`src/rtl/pwm_pair_pkg.sv`:
```
// Package: shared control-word layout and register field codes for the
// three-pair PWM unit. Assumes the control word occupies bits 4:0.
package pwm_pair_pkg;

    // Control word as it sits in write-data bits 4:0
    typedef struct packed {
        logic       hbridge;   // bit 4: H-bridge interlock mode
        logic [2:0] psel;      // bits 3:1: prescaler select
        logic       en;        // bit 0: run enable
    } ctrl_t;

    localparam logic [4:0] CTRL_RESET = 5'h12;

    // Field codes inside one pair's four-word address slot
    localparam int FLD_LEN  = 0;
    localparam int FLD_CMP0 = 1;
    localparam int FLD_CMP1 = 2;
    localparam int FLD_CMP2 = 3;
    localparam int NUM_FLDS = 4;

endpackage

```
`src/rtl/pwm_ctrl_regs.sv`:
```
// Module: control register and write decoder.
// Holds the control word, produces a one-cycle start pulse on the rising
// edge of enable, and decodes the pair field write strobes.
// Assumes: address 0 is the control word, pair p field f sits at 4*(p+1)+f.
module pwm_ctrl_regs
    import pwm_pair_pkg::*;
#(
    parameter int NUM_PAIRS = 3,
    parameter int ADDR_W    = 4
) (
    input  logic                            clk,
    input  logic                            rst_n,
    input  logic                            wr_en,
    input  logic [ADDR_W-1:0]               wr_addr,
    input  logic [4:0]                      wr_ctrl,
    output ctrl_t                           ctrl,
    output logic                            start,
    output logic [NUM_PAIRS*NUM_FLDS-1:0]   fld_wr
);

    logic en_d;

    // Control word storage, reset to disabled H-bridge mode
    always_ff @(posedge clk) begin
        if (!rst_n) begin
            ctrl <= ctrl_t'(CTRL_RESET);
        end else if (wr_en && (wr_addr == '0)) begin
            ctrl <= ctrl_t'(wr_ctrl);
        end
    end

    // Delayed enable for start-edge detection
    always_ff @(posedge clk) begin
        if (!rst_n) begin
            en_d <= 1'b0;
        end else begin
            en_d <= ctrl.en;
        end
    end

    assign start = ctrl.en && !en_d;

    // Field strobes for each pair slot
    for (genvar p = 0; p < NUM_PAIRS; p++) begin : g_pair
        for (genvar f = 0; f < NUM_FLDS; f++) begin : g_fld
            assign fld_wr[p*NUM_FLDS+f] =
                wr_en && (wr_addr == ADDR_W'((p + 1) * NUM_FLDS + f));
        end
    end

    AST_START_PULSE: assert property (@(posedge clk) disable iff (!rst_n)
        start |=> !start);

endmodule

```
`src/rtl/pwm_prescaler.sv`:
```
// Module: shared clock prescaler.
// Emits a one-cycle tick every 2^(psel+1) clocks while enabled; the
// counter is held at zero while disabled so the first tick lands a full
// division after enable.
module pwm_prescaler #(
    parameter int PSEL_W = 3,
    localparam int PRE_W = 1 << PSEL_W
) (
    input  logic              clk,
    input  logic              rst_n,
    input  logic              en,
    input  logic [PSEL_W-1:0] psel,
    output logic              tick
);

    logic [PRE_W-1:0]  pre_cnt;
    logic [PSEL_W:0]   shamt;
    logic [PRE_W-1:0]  mask;

    assign shamt = {1'b0, psel} + 1'b1;
    assign mask  = ~({PRE_W{1'b1}} << shamt);
    assign tick  = en && ((pre_cnt & mask) == mask);

    // Free-running divider count, cleared when disabled
    always_ff @(posedge clk) begin
        if (!rst_n || !en) begin
            pre_cnt <= '0;
        end else begin
            pre_cnt <= pre_cnt + 1'b1;
        end
    end

    AST_TICK_SPACING: assert property (@(posedge clk) disable iff (!rst_n)
        tick |=> !tick);

endmodule

```
`src/rtl/pwm_pair_channel.sv`:
```
// Module: one PWM pair (counter, shadow/working values, two outputs).
// Evaluates the compares on the count value the counter moves to (or on
// zero at start), so outputs change in the same edge as the count.
// Assumes tick is never asserted in the same cycle as start.
module pwm_pair_channel
    import pwm_pair_pkg::*;
#(
    parameter int CNT_W = 16
) (
    input  logic                 clk,
    input  logic                 rst_n,
    input  logic                 en,
    input  logic                 start,
    input  logic                 tick,
    input  logic                 hbridge,
    input  logic [NUM_FLDS-1:0]  fld_wr,
    input  logic [CNT_W-1:0]     wr_val,
    output logic                 hi,
    output logic                 lo,
    output logic                 wrap
);

    logic [CNT_W-1:0] sh  [NUM_FLDS];
    logic [CNT_W-1:0] act [NUM_FLDS];
    logic [CNT_W-1:0] cnt;
    logic [CNT_W-1:0] nxt;
    logic [CNT_W-1:0] val;
    logic [CNT_W-1:0] e_len, e_c0, e_c1, e_c2;
    logic             ev, hi_fall, hi_n, lo_n;

    assign wrap = tick && (cnt == act[FLD_LEN]);
    assign nxt  = wrap ? '0 : cnt + 1'b1;
    assign val  = tick ? nxt : cnt;
    assign ev   = tick || start;

    // Values that govern this event: new set on a wrap, else working set
    assign e_len = wrap ? sh[FLD_LEN]  : act[FLD_LEN];
    assign e_c0  = wrap ? sh[FLD_CMP0] : act[FLD_CMP0];
    assign e_c1  = wrap ? sh[FLD_CMP1] : act[FLD_CMP1];
    assign e_c2  = wrap ? sh[FLD_CMP2] : act[FLD_CMP2];

    // Next output levels; a fall beats a rise on the same count
    always_comb begin
        hi_fall = hi && (val == e_c1);
        if (val == e_c1)      hi_n = 1'b0;
        else if (val == e_c0) hi_n = 1'b1;
        else                  hi_n = hi;
        if ((val == e_c2) || (hbridge && hi_fall)) lo_n = 1'b0;
        else if (val == e_len)                     lo_n = 1'b1;
        else                                       lo_n = lo;
    end

    // Shadow registers written from the port at any time
    always_ff @(posedge clk) begin
        for (int f = 0; f < NUM_FLDS; f++) begin
            if (!rst_n)          sh[f] <= '0;
            else if (fld_wr[f])  sh[f] <= wr_val;
        end
    end

    // Working set follows shadow while idle, reloads only on a wrap
    always_ff @(posedge clk) begin
        for (int f = 0; f < NUM_FLDS; f++) begin
            if (!rst_n)              act[f] <= '0;
            else if (!en || wrap)    act[f] <= sh[f];
        end
    end

    // Period counter
    always_ff @(posedge clk) begin
        if (!rst_n || !en) cnt <= '0;
        else if (tick)     cnt <= nxt;
    end

    // Output levels, forced low while disabled
    always_ff @(posedge clk) begin
        if (!rst_n || !en) begin
            hi <= 1'b0;
            lo <= 1'b0;
        end else if (ev) begin
            hi <= hi_n;
            lo <= lo_n;
        end
    end

    AST_CNT_BOUND: assert property (@(posedge clk) disable iff (!rst_n)
        en |-> (cnt <= act[FLD_LEN]));
    AST_WRAP_ZERO: assert property (@(posedge clk) disable iff (!rst_n)
        wrap |=> (cnt == '0));
    AST_TICK_STEP: assert property (@(posedge clk) disable iff (!rst_n)
        (tick && !wrap) |=> (cnt == CNT_W'($past(cnt) + 1'b1)));
    AST_IDLE_HOLD: assert property (@(posedge clk) disable iff (!rst_n)
        (en && !tick) |=> $stable(cnt));
    AST_OFF_QUIET: assert property (@(posedge clk) disable iff (!rst_n)
        !en |=> (!hi && !lo));
    AST_INTERLOCK: assert property (@(posedge clk) disable iff (!rst_n)
        ($fell(hi) && $past(hbridge) && $past(en)) |-> !lo);
    AST_PERIOD_LOAD: assert property (@(posedge clk) disable iff (!rst_n)
        wrap |=> (act[FLD_LEN] == $past(sh[FLD_LEN])));

endmodule

```
`src/rtl/pwm_pair_unit.sv`:
```
// Module: top of the three-pair PWM unit.
// Ties the control registers, shared prescaler and one channel per pair
// together and keeps the end-of-period interrupt flag.
// Assumes CNT_W >= 5 so the control word fits in the write data.
module pwm_pair_unit
    import pwm_pair_pkg::*;
#(
    parameter int NUM_PAIRS = 3,
    parameter int CNT_W     = 16,
    parameter int PSEL_W    = 3,
    localparam int ADDR_W   = $clog2((NUM_PAIRS + 1) * NUM_FLDS)
) (
    input  logic                 clk,
    input  logic                 rst_n,
    input  logic                 wr_en,
    input  logic [ADDR_W-1:0]    wr_addr,
    input  logic [CNT_W-1:0]     wr_data,
    input  logic                 irq_clr,
    output logic [NUM_PAIRS-1:0] pwm_hi,
    output logic [NUM_PAIRS-1:0] pwm_lo,
    output logic                 irq
);

    ctrl_t                          ctrl;
    logic                           start;
    logic                           tick;
    logic [NUM_PAIRS*NUM_FLDS-1:0]  fld_wr;
    logic [NUM_PAIRS-1:0]           wrap;

    pwm_ctrl_regs #(
        .NUM_PAIRS (NUM_PAIRS),
        .ADDR_W    (ADDR_W)
    ) u_regs (
        .clk     (clk),
        .rst_n   (rst_n),
        .wr_en   (wr_en),
        .wr_addr (wr_addr),
        .wr_ctrl (wr_data[4:0]),
        .ctrl    (ctrl),
        .start   (start),
        .fld_wr  (fld_wr)
    );

    pwm_prescaler #(
        .PSEL_W (PSEL_W)
    ) u_pre (
        .clk   (clk),
        .rst_n (rst_n),
        .en    (ctrl.en),
        .psel  (ctrl.psel),
        .tick  (tick)
    );

    for (genvar p = 0; p < NUM_PAIRS; p++) begin : g_chan
        pwm_pair_channel #(
            .CNT_W (CNT_W)
        ) u_chan (
            .clk     (clk),
            .rst_n   (rst_n),
            .en      (ctrl.en),
            .start   (start),
            .tick    (tick),
            .hbridge (ctrl.hbridge),
            .fld_wr  (fld_wr[p*NUM_FLDS +: NUM_FLDS]),
            .wr_val  (wr_data),
            .hi      (pwm_hi[p]),
            .lo      (pwm_lo[p]),
            .wrap    (wrap[p])
        );
    end

    // Interrupt flag: a wrap sets it and outranks a clear
    always_ff @(posedge clk) begin
        if (!rst_n)        irq <= 1'b0;
        else if (|wrap)    irq <= 1'b1;
        else if (irq_clr)  irq <= 1'b0;
    end

    AST_IRQ_SET: assert property (@(posedge clk) disable iff (!rst_n)
        (|wrap) |=> irq);
    AST_IRQ_CLEAR: assert property (@(posedge clk) disable iff (!rst_n)
        (irq_clr && !(|wrap)) |=> !irq);

endmodule

```
`config.mk`:
```
export PLATFORM = sky130hd
export DESIGN_NAME = pwm_pair_unit
export DESIGN_NICKNAME = d
export VERILOG_FILES = /design/src/rtl/pwm_pair_pkg.sv /design/src/rtl/pwm_ctrl_regs.sv /design/src/rtl/pwm_prescaler.sv /design/src/rtl/pwm_pair_channel.sv /design/src/rtl/pwm_pair_unit.sv
export SDC_FILE = /design/constraint.sdc
export NUM_CORES = 1
export LEC_CHECK = 0
export ABC_AREA = 1
export BUFFER_PORTS_ARGS = -buffer_cell sky130_fd_sc_hd__buf_4
export CELL_PAD_IN_SITES_DETAIL_PLACEMENT = 1
export CELL_PAD_IN_SITES_GLOBAL_PLACEMENT = 2
export CORE_MARGIN = 1.5
export CORE_UTILIZATION = 42
export CTS_BUF_LIST = sky130_fd_sc_hd__clkbuf_4
export CTS_CLUSTER_DIAMETER = 100
export DETAILED_ROUTE_END_ITERATION = 8
export HOLD_SLACK_MARGIN = 0.15
export PLACE_DENSITY = 0.92
export REMOVE_ABC_BUFFERS = 1
export SYNTH_ARGS = -nofsm -noshare
export SYNTH_HDL_FRONTEND = slang
export SYNTH_SLANG_ARGS = --single-unit
```
`constraint.sdc`:
```
create_clock -name clk -period 8.3 [get_ports clk]
set_clock_uncertainty 0.1 [all_clocks]
set_input_delay 2.49 -clock clk [delete_from_list [all_inputs] [get_ports clk]]
set_output_delay 2.49 -clock clk [all_outputs]
set_load 0.02 [all_outputs]
```
; ---- After elaboration in Yosys (flattened, before gate mapping)
; Memory sizes are Yosys's and may differ from the RTL's.
; Index checks and enable logic that the tools add are counted.
[classes]
addsub = 5
n_eq_ne = 28
shifts = 1
mux = 102
n_bitwise = 26
reduce_logical = 50
[ops]
columns = op, n
row1 = $mux 16, 42
row2 = $eq 16x16->1, 15
row3 = $mux 1, 60
row4 = $add 16x1->16 const B, 3
row5 = $eq 4x4->1 const B, 8
row6 = $logic_and 1x1->1, 24
row7 = $or 1x1->1, 24
row8 = $eq 4x3->1 const B, 4
row9 = $reduce_bool 2->1, 7
row10 = $reduce_and 2->1, 6
row11 = $add 8x1->8 const B, 1
row12 = $and 8x8->8, 1
row13 = $eq 8x8->1, 1
row14 = $logic_or 1x1->1, 8
row15 = $not 8->8, 1
row16 = $shl 8x4->8 const A, 1
row17 = $add 3x1->4 const B, 1
row18 = $logic_not 4->1, 1
row19 = $logic_not 1->1, 3
row20 = $reduce_or 3->1, 1
[totals]
regBits = 69
ramBits = 384
inputBits = 24
out_inout_bits = 7
word_cells = 233
memories = 6
[memory_table]
columns = memory, words, word_bits, read_ports, rd_clocked_by_memory_dff, write_ports, line_no
row1 = g_chan[0].u_chan.act, 4, 16, 4, 0, 4, pwm_pair_channel.sv:24  ; logic [CNT_W-1:0] act [NUM_FLDS];
row2 = g_chan[0].u_chan.sh, 4, 16, 4, 0, 4, pwm_pair_channel.sv:23  ; logic [CNT_W-1:0] sh [NUM_FLDS];
row3 = g_chan[1].u_chan.act, 4, 16, 4, 0, 4, pwm_pair_channel.sv:24
row4 = g_chan[1].u_chan.sh, 4, 16, 4, 0, 4, pwm_pair_channel.sv:23
row5 = g_chan[2].u_chan.act, 4, 16, 4, 0, 4, pwm_pair_channel.sv:24
row6 = g_chan[2].u_chan.sh, 4, 16, 4, 0, 4, pwm_pair_channel.sv:23

; ---- Depth between registers and ports, before layout
; Gate-level depths: netlist (run 1).
[depth]
depth_word = 15
ltp_mapped = 23
mapped_depth_nobuf = 22

; ---- Modules after synthesis
; Synthesis (run 1) repeated with hierarchy kept, for this count alone.
[hier_totals]
hier_cells = 3157
area_unflattened_um2 = 24721.2
[by_module_without_submodules]
columns = mod, n_inst, cells_per_inst, area_per_inst_um2, seq_area_each_um2
row1 = pwm_pair_channel (g_chan[1].u_chan ...), 2, 1007, 7960.1, 4204.0
row2 = pwm_pair_channel (g_chan[0].u_chan), 1, 1003, 7897.6, 4204.0
row3 = pwm_prescaler, 1, 68, 462.9, 160.2
row4 = pwm_ctrl_regs, 1, 64, 392.9, 120.1
row5 = pwm_pair_unit, 1, 8, 47.5, 20.0

; ---- Worst setup path after synthesis (run 1)
; Ideal clock, no wire load.
[synth_timing]
kind = input to register
start = input port rst_n
end = memory g_chan[0].u_chan.act[0][0], enable pin
setup_time_ps = 429
arrival_time_ps = 4267
t_required_ps = 7771
slack_ps = 3504
stages = 3
n_path_buf = 0
path_cell_list = nand2_1 inv_1 nand2_1
[synth_rtl]
columns = element, line_no
row1 = from (decl), pwm_pair_unit.sv:14  ; input logic rst_n,
row2 = to (decl), pwm_pair_channel.sv:24

==> results of run 1 <==
## worst max-delay path, delay by kind of cell
family | cells | cell delay, ps
simple gates | 2 | 1520
buf+inv | 2 | 1260
## registers in the layout, summed over array words and instances (netlist names)
name / flops
g_chan.u_chan.act: 192
g_chan.u_chan.cnt: 48
g_chan.u_chan.hi: 3
g_chan.u_chan.lo: 3
g_chan.u_chan.sh: 192
irq: 1
u_pre.pre_cnt: 8
u_regs.ctrl: 5
u_regs.en_d: 1
## worst paths after layout
path                    startpoint                     endpoint  slack (ps)
setup / recovery             rst_n  g_chan[2].u_chan.act[3][14]        3330
hold / removal    u_pre.pre_cnt[0]             u_pre.pre_cnt[0]         400
setup reg to reg    u_regs.ctrl[1]          g_chan[0].u_chan.lo        3550
hold reg to reg   u_pre.pre_cnt[0]             u_pre.pre_cnt[0]         400
## metrics by stage
step	std cells	hold WS [ps]
after global placement	4101	359.1
final	4342	396.4
after CTS	4339	391.6
after global routing	4341	418.1
after detailed placement	4101	374.7
after floorplan	3280	338.7
## routing by layer
metal | wire length [um] | global-route usage (%) | vias to the layer above
li1 | - | - | 10862
met1 | 38300 | 37.19 | 11086
met2 | 41380 | 48.43 | 588
met3 | 4866 | 5.655 | 183
met4 | 2582 | 10.66 | 0
met5 | 0 | 0 | -
## power by group through the flow
stage	clock [mW]	sequential, mW	combinational, mW
after floorplan	0	2.68	0.265
after global placement	0	2.69	0.392
after detailed placement	0	2.70	0.410
after CTS	2.26	2.65	0.414
after global routing	2.37	2.67	0.464
final	2.22	2.65	0.414
## final cells by class
type | instances | area [um^2] | area share, %
flip-flops and latches | 453 | 12910 | 46.61
repair buffers | 48 | 360.3 | 1.301
clock buffers | 198 | 1486 | 5.365
well taps | 773 | 967.2 | 3.491
inverters | 461 | 1730 | 6.246
clock inverters | 40 | 236.5 | 0.8536
diodes | 3 | 7.507 | 0.02710
multi-input cells | 2366 | 10000 | 36.11
## Yosys cell counts, drive strengths merged (6+ instances only)
cell       n
a21oi     29
buf       52
clkbuf    71
dfxtp     69
edfxtp   384
ha         7
inv      460
nand2   1183
nand3    220
nand3b    23
nand4     50
nor2     676
nor3      18
nor4       8
o211ai     6
o21ai    102
xnor2     15
xor2      19
## logic make-up (layout without fill, tap and decap cells)
group           count (synthesis)  after routing  synth area share (%)
compound gates                142            142                 2.958
buf+inv                       584            747                 9.123
fa+ha+maj                       7              7                0.3486
simple gates                 2183           2183                 34.99
xor+xnor                       34             34                 1.185
other cells                     0              3                     0
flops                         453            453                 51.39
==> results.toml, run 1 <==
[sta]
fin_tns_setup_ps = 0
layout_min_cycle_time_ps = 4971
clock.fmax_ghz = 0.2012
setup_slack_ps = 3329
finalSetupViolCount = 0
period_share_pct = 59.89
hold_viol = 0
rsz0062_at_grt = "no"
slew_headroom_pct = 20.34
tightestPinTransition_ps = 1191
drv_slew = 0

[yosys]
syn_inst = 3403
syn_area_per_cell_um2 = 7.383
yosysTopAreaCellShare_pct = 45.89
synth.area.top_cells = "edfxtp_1 (46%), nand2_1 (18%), nor2_1 (10%), inv_1 (6.8%), dfxtp_1 (5.5%)"
synth-seq-cells = 453
synth_warnings = 0
ys.flop_type = "edfxtp_1"
syn_area_um2 = 25130
yosys.area.top_type = "edfxtp_1"
ys_seq_area_share_pct = 51.39
async_flop_share_pct = 0
synth_cell_types = 37
synth_edf_count = 384

[flow_run]
cap_violations = 0

[power]
p_total_mw = 5.287
p_switching_mw = 1.390
p_int_mw = 3.897
swShare_pct = 26.29
p_leak_nw = 13.00
clkPwrFrac_pct = 42.0
cellPowerDensity_nw_per_um2 = 190.9
p_seq_share_pct = 50.2
p_comb_share_pct = 7.8
ir_drop_v = 0.0001246

[layout]
fill_cells = 7491
final_cell_mix = "nand2_1 (1177), nor2_1 (669), inv_1 (454), edfxtp_1 (384), nand3_1 (217)"
utilization_pct = 46.94
final_layout_size_suffix_gt1_share_pct = 8.104
fin_area_um2 = 27700
area_delta_synth_final_pct = 10.26
nets = 3492
layout_commonest_cell = "nand2_1"

[critical_path]
ff2ff_path_depth = 19
cpPeakStageDelay_ps = 940
crit_arrival_ps = 5340
crit_path_start_kind = "input port"
crit_chain = "buf_4 > nand2_2 > inv_1 > nand2_4"
cpMaxStageDelayCell = "inv_1"
worstSetupPathType = "in -> reg"
critPathRequiredTime_ps = 8670
crit_path_end_kind = "flip-flop"
worstPathMaxFanout = 69

[hold_path]
min_path_type = "reg -> reg"
min_path_cells = 1

[global_route]
grt-ovfl-total = 0
grt_start_max_net_pins = 91
antenna_found_initial = 3
grt_pass1_wl_um = 133200
grt_pass1_vias = 23539
grt_usage_pct = 28.97

[placement]
port_buffers = 30
dp_slack_ps = 2367
gp_congestion = 0.8867
dp_hpwl_um = 58750
placed_area_um2 = 25970

[route]
wirelength_um = 87130
drt_pass1_iterations = 8
drtAntennaViolNets = 0
vias = 22719
drt-wirelength-per-cell_um = 20.07
drt-vias-per-instance = 5.232
drtIter0Drc = 1589
post-route-drc-count = 0

[cts]
clkSlewWorstSetupHoldPaths_ps = 60
clk_latency_ps = 1000
cts_tree = "done"
cts.path.max_buffers = 3
numCtsBuffers = 131
cts_hold_buf = 0
cts-root-buf = "clkbuf_4"
htreeDepth = 4
post-cts-setup-buffers = 0
cts_num_sinks = 453
post_cts_resized = 0

[floorplan]
core_area_um2 = 59020
rows = 89
start_util_pct = 42.57
io_pins = 31
die-area_um2 = 61300
die_h_um = 247.6
fp.dieW_um = 247.6

[run_status]
status = "finished clean"
(Power assumes the default switching activity.)
==> run 2: changes to the inputs <==
- CORE_UTILIZATION: 42 -> 35
- PLACE_DENSITY: 0.92 -> 0.82
- clock period: 8.3 -> 4.4 ns (I/O delays scaled with it)
==> run 2 against run 1 <==
Against the previous run:
- non-clock buffer count is 43 higher
- routed wire length up 5.1%
- final area is 3.1% higher
- via count grew 0.67%
- highest routed layer unchanged
==> results.toml, run 2 (same netlist as run 1, synthesis figures left out) <==
[run_status]
status = "finished clean"

[critical_path]
crit_arrival_ps = 4520
crit_path_end_kind = "flip-flop"
worstPathMaxFanout = 68
worstSetupPathType = "reg -> reg"
crit_path_start_kind = "flip-flop"
critPathRequiredTime_ps = 5170

[cts]
cts_num_sinks = 453
cts_tree = "done"
clk_latency_ps = 1030
post_cts_resized = 0
post-cts-setup-buffers = 0
numCtsBuffers = 139
cts.path.max_buffers = 3
cts-root-buf = "clkbuf_4"
clkSlewWorstSetupHoldPaths_ps = 60
cts_hold_buf = 0
htreeDepth = 4

[hold_path]
min_path_type = "reg -> reg"

[sta]
setup_slack_ps = 650.2
tightestPinTransition_ps = 1348
hold_viol = 0
drv_slew = 0
rsz0062_at_grt = "no"
period_share_pct = 85.22
finalSetupViolCount = 0
clock.fmax_ghz = 0.2667
slew_headroom_pct = 10.07
layout_min_cycle_time_ps = 3750
whs_ps = 385.6

[placement]
dp_slack_ps = 669.0
placed_cells = 4321
placed_area_um2 = 26620
port_buffers = 30
dp_hpwl_um = 63760
gp_congestion = 0.8760

[floorplan]
die-area_um2 = 73400
fp.dieW_um = 270.9
core_area_um2 = 71240
io_pins = 31
die_h_um = 270.9
start_util_pct = 35.27
rows = 98

[route]
drt-vias-per-instance = 4.993
vias = 22872
drtIter0Drc = 1653
drt-wirelength-per-cell_um = 20.00
drt_pass1_iterations = 5
post-route-drc-count = 0
wirelength_um = 91600
drtAntennaViolNets = 0

[power]
p_total_mw = 10.41
ir_drop_v = 0.0001871
p_seq_share_pct = 48.1
clkPwrFrac_pct = 44.1
swShare_pct = 26.67
p_int_mw = 7.633
p_switching_mw = 2.777
cellPowerDensity_nw_per_um2 = 364.6
p_leak_nw = 13.31
p_comb_share_pct = 7.8

[flow_run]
cap_violations = 0

[global_route]
grt_usage_pct = 25.13
grtUsageMet3_pct = 3.870
grt_util_met2_pct = 41.05
grt_start_max_net_pins = 70
antenna_found_initial = 4
grt_pass1_wl_um = 139500
grt_util_met1_pct = 33.57
grt_pass1_vias = 23447
grt-ovfl-total = 0
busiest_layer = "met2"

[layout]
final_layout_size_suffix_gt1_share_pct = 9.354
nets = 3543
layout_commonest_cell = "nand2_1"
area_delta_synth_final_pct = 13.63
top_regs = "g_chan.u_chan.act: 192 flops, g_chan.u_chan.sh: 192 flops, g_chan.u_chan.cnt: 48 flops"
final_cell_mix = "nand2_1 (1177), nor2_1 (669), inv_1 (454), edfxtp_1 (384), nand3_1 (217)"
fin_area_um2 = 28550
fin_cells = 4581
-- run 2: power groups by stage --
stage | Sequential (mW) | Combinational (mW) | Clock [mW]
floorplan | 5.06 | 0.501 | 0
global placement | 5.09 | 0.789 | 0
detailed placement | 5.10 | 0.810 | 0
CTS | 5.01 | 0.816 | 4.70
global route | 5.04 | 0.907 | 4.92
finish | 5.01 | 0.809 | 4.59
-- run 2: final timing paths --
| path | depth (start not counted) | slack [ps] | start | end |
|---|---|---|---|---|
| worst max-delay path | 20 | 650 | u_regs.ctrl[1] | g_chan[1].u_chan.lo |
| worst max register to register | 20 | 650 | u_regs.ctrl[1] | g_chan[1].u_chan.lo |
| worst min register to register | 2 | 390 | u_pre.pre_cnt[3] | u_pre.pre_cnt[3] |
| worst min-delay path | 2 | 390 | u_pre.pre_cnt[3] | u_pre.pre_cnt[3] |
-- run 2: metrics by stage --
| stage | util, % | setup TNS [ps] |
|---|---|---|
| final | 40.08 | 0 |
| after floorplan | - | -332650 |
| after global placement | 37.36 | 0 |
| after detailed placement | 37.36 | 0 |
| after CTS | 40.05 | 0 |
| after global routing | 40.06 | 0 |
-- run 2: routing by layer --
layer	up-vias	wire, um
li1	10961	-
met1	11195	41460
met2	542	42700
met3	174	4773
met4	0	2662
met5	-	0
-- run 2: worst max-delay path, stage by stage, from the launching register on --
cell and delay, ps:
dfxtp_1 380, inv_1 80, ha_1 300, inv_1 50, nand2_1 50, nand2_1 40, nor2_1 170, nor2_2 100
nor2_8 500, nand3_4 210, buf_4 420, nand2_1 180, nand2_1 70, nand2_1 50, nand2_1 70, nor2_1 180
nand2_1 140, nor2_1 250, nand3_1 120, nand2_1 90, nor2_1 40
-- run 2: final cells by class --
cell class / count / area, um^2
Clock buffer: 199 / 1494
Antenna cell: 7 / 17.52
Timing Repair Buffer: 91 / 783.3
Multi-Input combinational cell: 2366 / 10000
Clock inverter: 54 / 420.4
Sequential cell: 453 / 12910
Fill cell: 8994 / 42690
Inverter: 461 / 1730
Tap cell: 950 / 1189
